--- src/rtl/pwm_chan_pkg.sv ---
package pwm_chan_pkg;
  typedef enum logic {DIR_UP = 1'b0, DIR_DN = 1'b1} cnt_dir_e;

  typedef struct packed {
    logic pol;
    logic ctr;
    logic mid;
  } chan_mode_t;
endpackage

--- src/rtl/pwm_cfg_hold.sv ---
module pwm_cfg_hold
  import pwm_chan_pkg::*;
#(
  parameter int W = 16
) (
  input  logic         clk,
  input  logic         rst,
  input  logic         hold,
  input  logic [W-1:0] prd_i,
  input  logic [W-1:0] dty_i,
  input  chan_mode_t   mode_i,
  output logic [W-1:0] prd_o,
  output logic [W-1:0] dty_o,
  output chan_mode_t   mode_o
);
  always_ff @(posedge clk) begin
    if (rst) begin
      prd_o  <= '0;
      dty_o  <= '0;
      mode_o <= '0;
    end else if (!hold) begin
      prd_o  <= prd_i;
      dty_o  <= dty_i;
      mode_o <= mode_i;
    end
  end
endmodule

--- src/rtl/pwm_period_ctr.sv ---
module pwm_period_ctr
  import pwm_chan_pkg::*;
#(
  parameter int W = 16
) (
  input  logic         clk,
  input  logic         rst,
  input  logic         run,
  input  logic [W-1:0] prd,
  input  logic         ctr_mode,
  input  logic         mid_en,
  output logic [W-1:0] cnt_o,
  output cnt_dir_e     dir_o,
  output logic         end_evt,
  output logic         mid_evt
);
  localparam int XW = W + 1;

  logic [XW-1:0] cnt_inc;
  logic          edge_wrap;
  logic          prd_zero;
  logic          at_peak;

  assign cnt_inc   = {1'b0, cnt_o} + XW'(1);
  assign edge_wrap = cnt_inc >= {1'b0, prd};
  assign prd_zero  = (prd == '0);
  assign at_peak   = (cnt_o == prd) && !prd_zero;

  always_comb begin
    if (!ctr_mode) begin
      end_evt = edge_wrap;
      mid_evt = 1'b0;
    end else begin
      end_evt = prd_zero || (dir_o == DIR_DN && cnt_o == '0);
      mid_evt = mid_en && dir_o == DIR_UP && at_peak;
    end
  end

  always_ff @(posedge clk) begin
    if (rst || !run) begin
      cnt_o <= '0;
      dir_o <= DIR_UP;
    end else if (!ctr_mode) begin
      dir_o <= DIR_UP;
      cnt_o <= edge_wrap ? '0 : cnt_inc[W-1:0];
    end else if (dir_o == DIR_UP) begin
      if (at_peak) begin
        dir_o <= DIR_DN;
        cnt_o <= cnt_o - W'(1);
      end else if (!prd_zero) begin
        cnt_o <= cnt_inc[W-1:0];
      end
    end else begin
      if (cnt_o == '0) begin
        dir_o <= DIR_UP;
        cnt_o <= W'(1);
      end else begin
        cnt_o <= cnt_o - W'(1);
      end
    end
  end
endmodule

--- src/rtl/pwm_wave_cmp.sv ---
module pwm_wave_cmp #(
  parameter int W = 16
) (
  input  logic [W-1:0] cnt,
  input  logic [W-1:0] prd,
  input  logic [W-1:0] dty,
  input  logic         pol,
  output logic         lvl
);
  logic [W-1:0] thresh;
  logic         at_pol;

  assign thresh = prd - dty;
  always_comb begin
    if (dty >= prd)       at_pol = 1'b1;
    else if (dty == '0)   at_pol = 1'b0;
    else                  at_pol = (cnt >= thresh);
    lvl = at_pol ? pol : ~pol;
  end
endmodule

--- src/rtl/pwm_chan_cmp.sv ---
module pwm_chan_cmp
  import pwm_chan_pkg::*;
#(
  parameter int W = 16
) (
  input  logic         clk,
  input  logic         rst,
  input  logic         chan_en,
  input  logic [W-1:0] prd_val,
  input  logic [W-1:0] dty_val,
  input  logic         pol_sel,
  input  logic         ctr_sel,
  input  logic         mid_sel,
  output logic         wave_o,
  output logic         evt_pulse_o
);
  logic         run_q;
  logic [W-1:0] prd_q;
  logic [W-1:0] dty_q;
  chan_mode_t   mode_in;
  chan_mode_t   mode_q;
  logic [W-1:0] cnt_q;
  cnt_dir_e     dir_q;
  logic         end_evt;
  logic         mid_evt;
  logic         cmp_lvl;

  assign mode_in = '{pol: pol_sel, ctr: ctr_sel, mid: mid_sel};

  pwm_cfg_hold #(.W(W)) cfg_i (
    .clk(clk), .rst(rst), .hold(run_q),
    .prd_i(prd_val), .dty_i(dty_val), .mode_i(mode_in),
    .prd_o(prd_q), .dty_o(dty_q), .mode_o(mode_q)
  );

  pwm_period_ctr #(.W(W)) ctr_i (
    .clk(clk), .rst(rst), .run(run_q), .prd(prd_q),
    .ctr_mode(mode_q.ctr), .mid_en(mode_q.mid),
    .cnt_o(cnt_q), .dir_o(dir_q), .end_evt(end_evt), .mid_evt(mid_evt)
  );

  pwm_wave_cmp #(.W(W)) cmp_i (
    .cnt(cnt_q), .prd(prd_q), .dty(dty_q), .pol(mode_q.pol), .lvl(cmp_lvl)
  );

  always_ff @(posedge clk) begin
    if (rst) begin
      run_q       <= 1'b0;
      wave_o      <= 1'b0;
      evt_pulse_o <= 1'b0;
    end else begin
      run_q       <= chan_en;
      wave_o      <= run_q ? cmp_lvl : pol_sel;
      evt_pulse_o <= run_q && (end_evt || mid_evt);
    end
  end
endmodule

--- config.mk ---
export PLATFORM = sky130hd
export DESIGN_NAME = pwm_chan_cmp
export DESIGN_NICKNAME = d
export VERILOG_FILES = /design/src/rtl/pwm_chan_pkg.sv /design/src/rtl/pwm_cfg_hold.sv /design/src/rtl/pwm_period_ctr.sv /design/src/rtl/pwm_wave_cmp.sv /design/src/rtl/pwm_chan_cmp.sv
export SDC_FILE = /design/constraint.sdc
export NUM_CORES = 1
export LEC_CHECK = 0
export BUFFER_PORTS_ARGS = -buffer_cell sky130_fd_sc_hd__buf_2
export CAP_MARGIN = 10
export CORE_MARGIN = 4
export CORE_UTILIZATION = 57
export CTS_CLUSTER_SIZE = 40
export DETAILED_ROUTE_END_ITERATION = 10
export GPL_ROUTABILITY_DRIVEN = 0
export HOLD_SLACK_MARGIN = 0.03
export PLACE_DENSITY = 0.77
export SLEW_MARGIN = 10
export SYNTH_ARGS = -nofsm -noshare
export SYNTH_HDL_FRONTEND = slang
export SYNTH_HIERARCHICAL = 1
export SYNTH_SLANG_ARGS = --single-unit
--- constraint.sdc ---
create_clock -name clk -period 9 [get_ports clk]
set_input_delay 0.9 -clock clk [delete_from_list [all_inputs] [get_ports clk]]
set_output_delay 0.9 -clock clk [all_outputs]
set_load 0.02 [all_outputs]
==> metrics, run 1 <==
status=finished, final reports clean; final period utilization=0.4471; CP Data Arrival Time=4.21 ns; initial detailed-routing violation count=308; CP startpoint kind=register; final count of pins violating max slew=0; hold path start=cfg_i/mode_o[0]; CP endpoint kind=register; Post-synth top flop=dfxtp_1; leak pwr=2.401 nW; largest cells by area after synthesis=dfxtp_1 22%, ha_1 13%, mux2i_1 9.0%; first-pass GRT wire length=19910 um; CP required=9.19 ns; Post-Synthesis Cells=589; share of cells above drive strength 1=0.1285; NetSw=212.6 uW; Sw Ratio=0.3507; Max VDD drop=0.00008521 V; area of the die=0.01017 sq mm; minimum clock period=4.024 ns; Initial Utilization=0.5922; R2R Setup Slk=4.98 ns; Longest Clk Path Bufs=2; Worst slew margin=0.1923; dpl hpwl=9247 um; Buffers on Ports=39; Crit Reg-Reg Endpoint=wave_o; register bit total from synthesis=55; Synth cell types=73; Worst setup startpoint=cfg_i/prd_o[0]; sequential cell area=0.001102 sq mm; gr usage total=0.2437; DRT antenna net count=0; total grt overflow=0; Inserted Clock Buffers=5; MaxCap Viol Count=0; Pwr Total=606.2 uW; Die Span Y=100.9 um; Async SR Flop Fraction=0; TritonRoute pass-1 iters=4; Fillers=736; Worst Setup Path Type=register to register; via count=4341; antenna diode count=0; skew final=0.01156 ns; RSZ-0062 raised after global routing=false; PwrDens=119.2 mW/mm^2; post-CTS setup buffers=0; dpl cells=704; HP Class=register to register; CTS resizes=0; final non-filler cell total=712; most frequent cells after synthesis=65 x nor2_1, 55 x dfxtp_1, 50 x ha_1; Worst-Skew Late Latency=0.32 ns; TritonCTS clock tree=yes; post-layout util=0.6130; row count=33; Net Count, Synth=678; f_max=248.5 MHz; footprint of the multi-input gates=0.003364 sq mm; Logic pwr share=0.301; Seq pwr share=0.450; setup ws final=4.976 ns; CP max FO=4; Clock transition at path regs=0.11 ns; DR vias/cell=6.097; most numerous cell in the Yosys netlist=nor2_1; setup TNS=0 ns; Yosys Warn Count=6; Internal=393.6 uW; R2R cell count=20; vias in the first global route=4202; share of the synthesized area in the top cell type=0.2240; Ports=40; CTS H-Tree Depth=2; sequential area share after synthesis=0.2240; clock sink count=55; Syn Area/Cell=8.344 sq um; maximum number of pins on one net before global-route repair=40; Mapped Area=0.004915 sq mm; Post-synth EDFFs=0; Core Area=0.008299 sq mm; Setup crit end=wave_o; post-synth top area cell=dfxtp_1; initial antenna violation count=0; Layout Nets=695; Die Span X=100.9 um; Root Buffer=clkbuf_8; DRC errors left=0; CTS Hold Bufs=0; final hold vios=0; Wirelength per Cell=17.14 um; area delta synth->final=3.513%; Clock Power Share=0.249; Place WS=5.009 ns; total wire length=12200 um; worst r2r src=cfg_i/prd_o[0]; Slew @ Worst Pin=1.211 ns; # setup viols final=0
[power by group through the flow]
stage          clock network [mW]  logic, mW  registers [mW]
2_1_floorplan                   0      0.144           0.270
3_3_place_gp                    0      0.171           0.277
3_5_place_dp                    0      0.179           0.278
4_1_cts                     0.154      0.180           0.272
5_1_grt                     0.164      0.204           0.275
6_report                    0.151      0.183           0.273
[sequential cells by signal, summed over array words and instances, names as in the netlist]
name and count:
evt_pulse_o 1, cfg_i/mode_o 3, cfg_i/dty_o 16, ctr_i/dir_o 1, wave_o 1, ctr_i/cnt_o 16, run_q 1, cfg_i/prd_o 16
[layout make-up]
| type | instances | share of cell area |
|---|---|---|
| tap | 105 | 0.02582 |
| sequential | 55 | 0.2167 |
| multi-input combinational | 454 | 0.6613 |
| inverter | 49 | 0.03615 |
| timing repair buffer | 41 | 0.04132 |
| clock inverter | 3 | 0.005165 |
| clock buffer | 5 | 0.01353 |
[critical path, cell delays in order (launching register included)]
cell      delay, ns
dfxtp_1        0.35
inv_1          0.06
ha_1           0.15
inv_1          0.05
fa_1           0.41
a21o_2         0.22
a31oi_1        0.20
o21bai_2       0.12
a211oi_2       0.31
a21oi_1        0.11
nor2_1         0.12
xor2_1         0.15
ha_1           0.26
a21o_1         0.18
a21oi_1        0.18
o211ai_1       0.11
a31oi_1        0.28
nor2_1         0.09
o311a_1        0.34
mux2i_1        0.13
nor2_1         0.05
[worst min path at each step]
stage | slack [ns] | to | cells after the start
floorplan | 0.46 | cfg_i/mode_o[0] | 2
global placement | 0.49 | cfg_i/mode_o[0] | 2
detailed placement | 0.49 | cfg_i/mode_o[0] | 2
CTS | 0.52 | cfg_i/mode_o[0] | 2
global route | 0.57 | cfg_i/mode_o[0] | 2
finish | 0.51 | cfg_i/mode_o[0] | 2
[kinds of logic after synthesis]
kind of cell,Yosys count,synth area share
and+or+nand+nor,197,0.2144
AOI/OAI and AO/OA,111,0.1583
buffers and inverters,80,0.09139
DFF,55,0.2240
xor gates and xnor gates,51,0.09088
adders and majority gates,51,0.1314
muxes,44,0.08961
[per-stage QoR]
step | cell area, sq um | hold slack (ns)
6_report | 5087 | 0.5115
4_1_cts | 5087 | 0.5203
3_3_place_gp | 4992 | 0.4900
2_1_floorplan | 4915 | 0.4559
5_1_grt | 5087 | 0.5657
3_5_place_dp | 4992 | 0.4930
[routing by layer]
layer  routed length (um)  GRT usage  part of all wire  up-vias
li1                     -          -                 -     2110
met1                 5457     0.3239              0.45     2047
met2                 5676     0.3939              0.47      152
met3                  720    0.04083             0.059       32
met4                  349    0.09326             0.029        0
met5                    0          0                 0        -
[layout by cell type (no fill, tap or decap), types with 8 or more instances in the layout]
cell and n:
mux2i_1 44, nor2_1 65, a21oi_1 28, nand3_1 12
xnor2_1 16, buf_2 39, nand2_1 42, dfxtp_1 54
and3_1 10, nor4_1 14, ha_1 50, o21ai_1 13
xor2_1 35, a21o_1 9, inv_1 48, o21ai_0 10
nand4_1 8
Note: power is estimated with default switching activity, not from simulation.
==> run 2: changes to the inputs <==
Settings changed: ABC_AREA set to 1.
Clock period 9 ns to 4.05 ns, I/O delays scaled along.
==> metrics, run 2 <==
initial antenna violation count=0; most frequent cells in the layout=283 x nand2_1, 141 x inv_1, 116 x nor2_1; CP startpoint kind=register; commonest non-fill, non-tap cell in the layout=nand2_1; Internal=882.8 uW; slowest stage cell on the critical path=dfxtp_1; Slew @ Worst Pin=0.7042 ns; MaxCap Viol Count=0; NetSw=545.6 uW; Core Area=0.009729 sq mm; DRC errors left=0; CP endpoint kind=register; hold slack=0.2564 ns; total wire length=15010 um; largest cells by area after synthesis=dfxtp_1 19%, nand2_1 19%, ha_1 11%; Synth cell types=42; Die Span Y=107.6 um; Syn Area/Cell=6.163 sq um; Layout Nets=1026; most used cell, CP=nand2_1; initial detailed-routing violation count=378; dpl hpwl=11670 um; clock sink count=55; Post-Synthesis Cells=918; skew final=0.007721 ns; most frequent cells after synthesis=283 x nand2_1, 141 x inv_1, 116 x nor2_1; Worst-Skew Late Latency=0.33 ns; Max VDD drop=0.0001671 V; final hold vios=0; post-synth top area cell=dfxtp_1; Worst slew margin=0.5300; final non-filler cell total=1071; TritonCTS clock tree=yes; Clock Power Share=0.235; CTS H-Tree Depth=2; CP Data Arrival Time=3.44 ns; Wirelength per Cell=14.02 um; Yosys Warn Count=6; dpl cells=1063; first-pass GRT wire length=24820 um; Max stage delay on crit path=0.51 ns; Post-synth EDFFs=0; leak pwr=3.233 nW; Net Count, Synth=1007; Buffers on Ports=39; final count of pins violating max slew=0; R2R Setup Slk=0.85 ns; share of the synthesized area in the top cell type=0.1946; antenna diode count=0; TritonRoute pass-1 iters=5; Pwr Total=1.428 mW; CTS resizes=0; area delta synth->final=3.560%; via count=5549; Mapped Area=0.005658 sq mm; gr usage total=0.2690; worst r2r src=ctr_i/cnt_o[0]; sequential area share after synthesis=0.1946; most numerous cell in the Yosys netlist=nand2_1; register bit total from synthesis=55; Root Buffer=clkbuf_8; Initial Utilization=0.5815; Ports=40; PwrDens=243.8 mW/mm^2; Hold EP=run_q; Sw Ratio=0.3820; CP cell instances=ha_1 > nand3_2 > nor2_4 > inv_1 > nor2_1 > xor2_1 > ha_1 > nand2_1 > o21bai_1 > nand2_1 > nand4_1 > nand2_1 > nor2_2 > nand3_2 > nand2_4 > nand2_1 > nor2_1 > nor2_2; Post-synth top flop=dfxtp_1; Seq pwr share=0.423; hold path start=chan_en; total grt overflow=0; DR vias/cell=5.181; Longest Clk Path Bufs=2; Die Span X=107.6 um; Crit Reg-Reg Endpoint=evt_pulse_o; f_max=312.9 MHz; top flop regs=cfg_i/dty_o x16, cfg_i/prd_o x16, ctr_i/cnt_o x16; share of cells above drive strength 1=0.1322; setup TNS=0 ns; row count=36; status=finished, final reports clean; RSZ-0062 raised after global routing=false; post-CTS setup buffers=0; CTS Hold Bufs=0; CP required=4.29 ns; maximum number of pins on one net before global-route repair=74; Logic pwr share=0.342; final period utilization=0.7892; minimum clock period=3.196 ns; Worst Setup Path Type=register to register; worst hold stages=3; area of the die=0.01158 sq mm; Async SR Flop Fraction=0; R2R cell count=18; Inserted Clock Buffers=5; DRT antenna net count=0; HP Class=input port to register; post-layout util=0.6022; vias in the first global route=5092; # setup viols final=0; CP max FO=15; Clock transition at path regs=0.11 ns
==> run 2: through the flow <==
step | setup slack (ns) | cell area (sq um)
4_1_cts | 0.8836 | 5859
2_1_floorplan | 1.361 | 5658
6_report | 0.8537 | 5859
3_5_place_dp | 0.9033 | 5768
5_1_grt | 0.5294 | 5859
3_3_place_gp | 0.9591 | 5768
==> run 2: layer usage <==
| layer | global-route usage | up-vias | part of all wire |
|---|---|---|---|
| li1 | - | 2900 | - |
| met1 | 0.3634 | 2389 | 0.44 |
| met2 | 0.4347 | 223 | 0.44 |
| met3 | 0.03659 | 37 | 0.081 |
| met4 | 0.1019 | 0 | 0.031 |
| met5 | 0 | - | 0 |
==> run 2: how the worst max path moves through the flow <==
stage | from | to | depth (start not counted) | slack [ns]
6_report | ctr_i/cnt_o[0] | evt_pulse_o | 18 | 0.85
5_1_grt | ctr_i/cnt_o[3] | ctr_i/cnt_o[5] | 16 | 0.53
4_1_cts | ctr_i/cnt_o[0] | evt_pulse_o | 18 | 0.88
3_5_place_dp | ctr_i/cnt_o[0] | evt_pulse_o | 18 | 0.90
3_3_place_gp | ctr_i/cnt_o[2] | ctr_i/cnt_o[6] | 16 | 0.96
2_1_floorplan | ctr_i/cnt_o[0] | evt_pulse_o | 19 | 1.36
==> run 2: logic make-up (layout without fill, tap and decap cells) <==
kind of cell,count (synthesis),after routing,share of synthesized area
AOI/OAI and AO/OA,73,73,0.07718
xor gates and xnor gates,30,30,0.04644
adders and majority gates,51,51,0.1141
buffers and inverters,182,202,0.1495
DFF,55,55,0.1946
and+or+nand+nor,527,527,0.4182
==> run 2: layout make-up <==
cell class / instances / area [sq um]
Fill cell: 1032 / 3870
Inverter: 152 / 570.5
Clock inverter: 3 / 22.52
Tap cell: 133 / 166.4
Multi-Input combinational cell: 681 / 3711
Timing Repair Buffer: 42 / 217.7
Clock buffer: 5 / 68.82
Sequential cell: 55 / 1102
==> run 2: power by group through the flow <==
stage | clock network (mW) | logic [mW] | registers [mW]
6_report | 0.336 | 0.489 | 0.604
2_1_floorplan | 0 | 0.389 | 0.599
5_1_grt | 0.364 | 0.567 | 0.606
4_1_cts | 0.342 | 0.486 | 0.603
3_3_place_gp | 0 | 0.474 | 0.615
3_5_place_dp | 0 | 0.481 | 0.616
==> run 2: worst max-delay path: cells and delay by family (launching register included) <==
family,cells,cell delay (ns)
XOR/XNOR,1,0.26
AO/OA/AOI/OAI,1,0.11
AND/OR/NAND/NOR,13,1.55
buffers and inverters,1,0.10
flip-flops,1,0.51
adder cells (fa/ha/maj),2,0.58
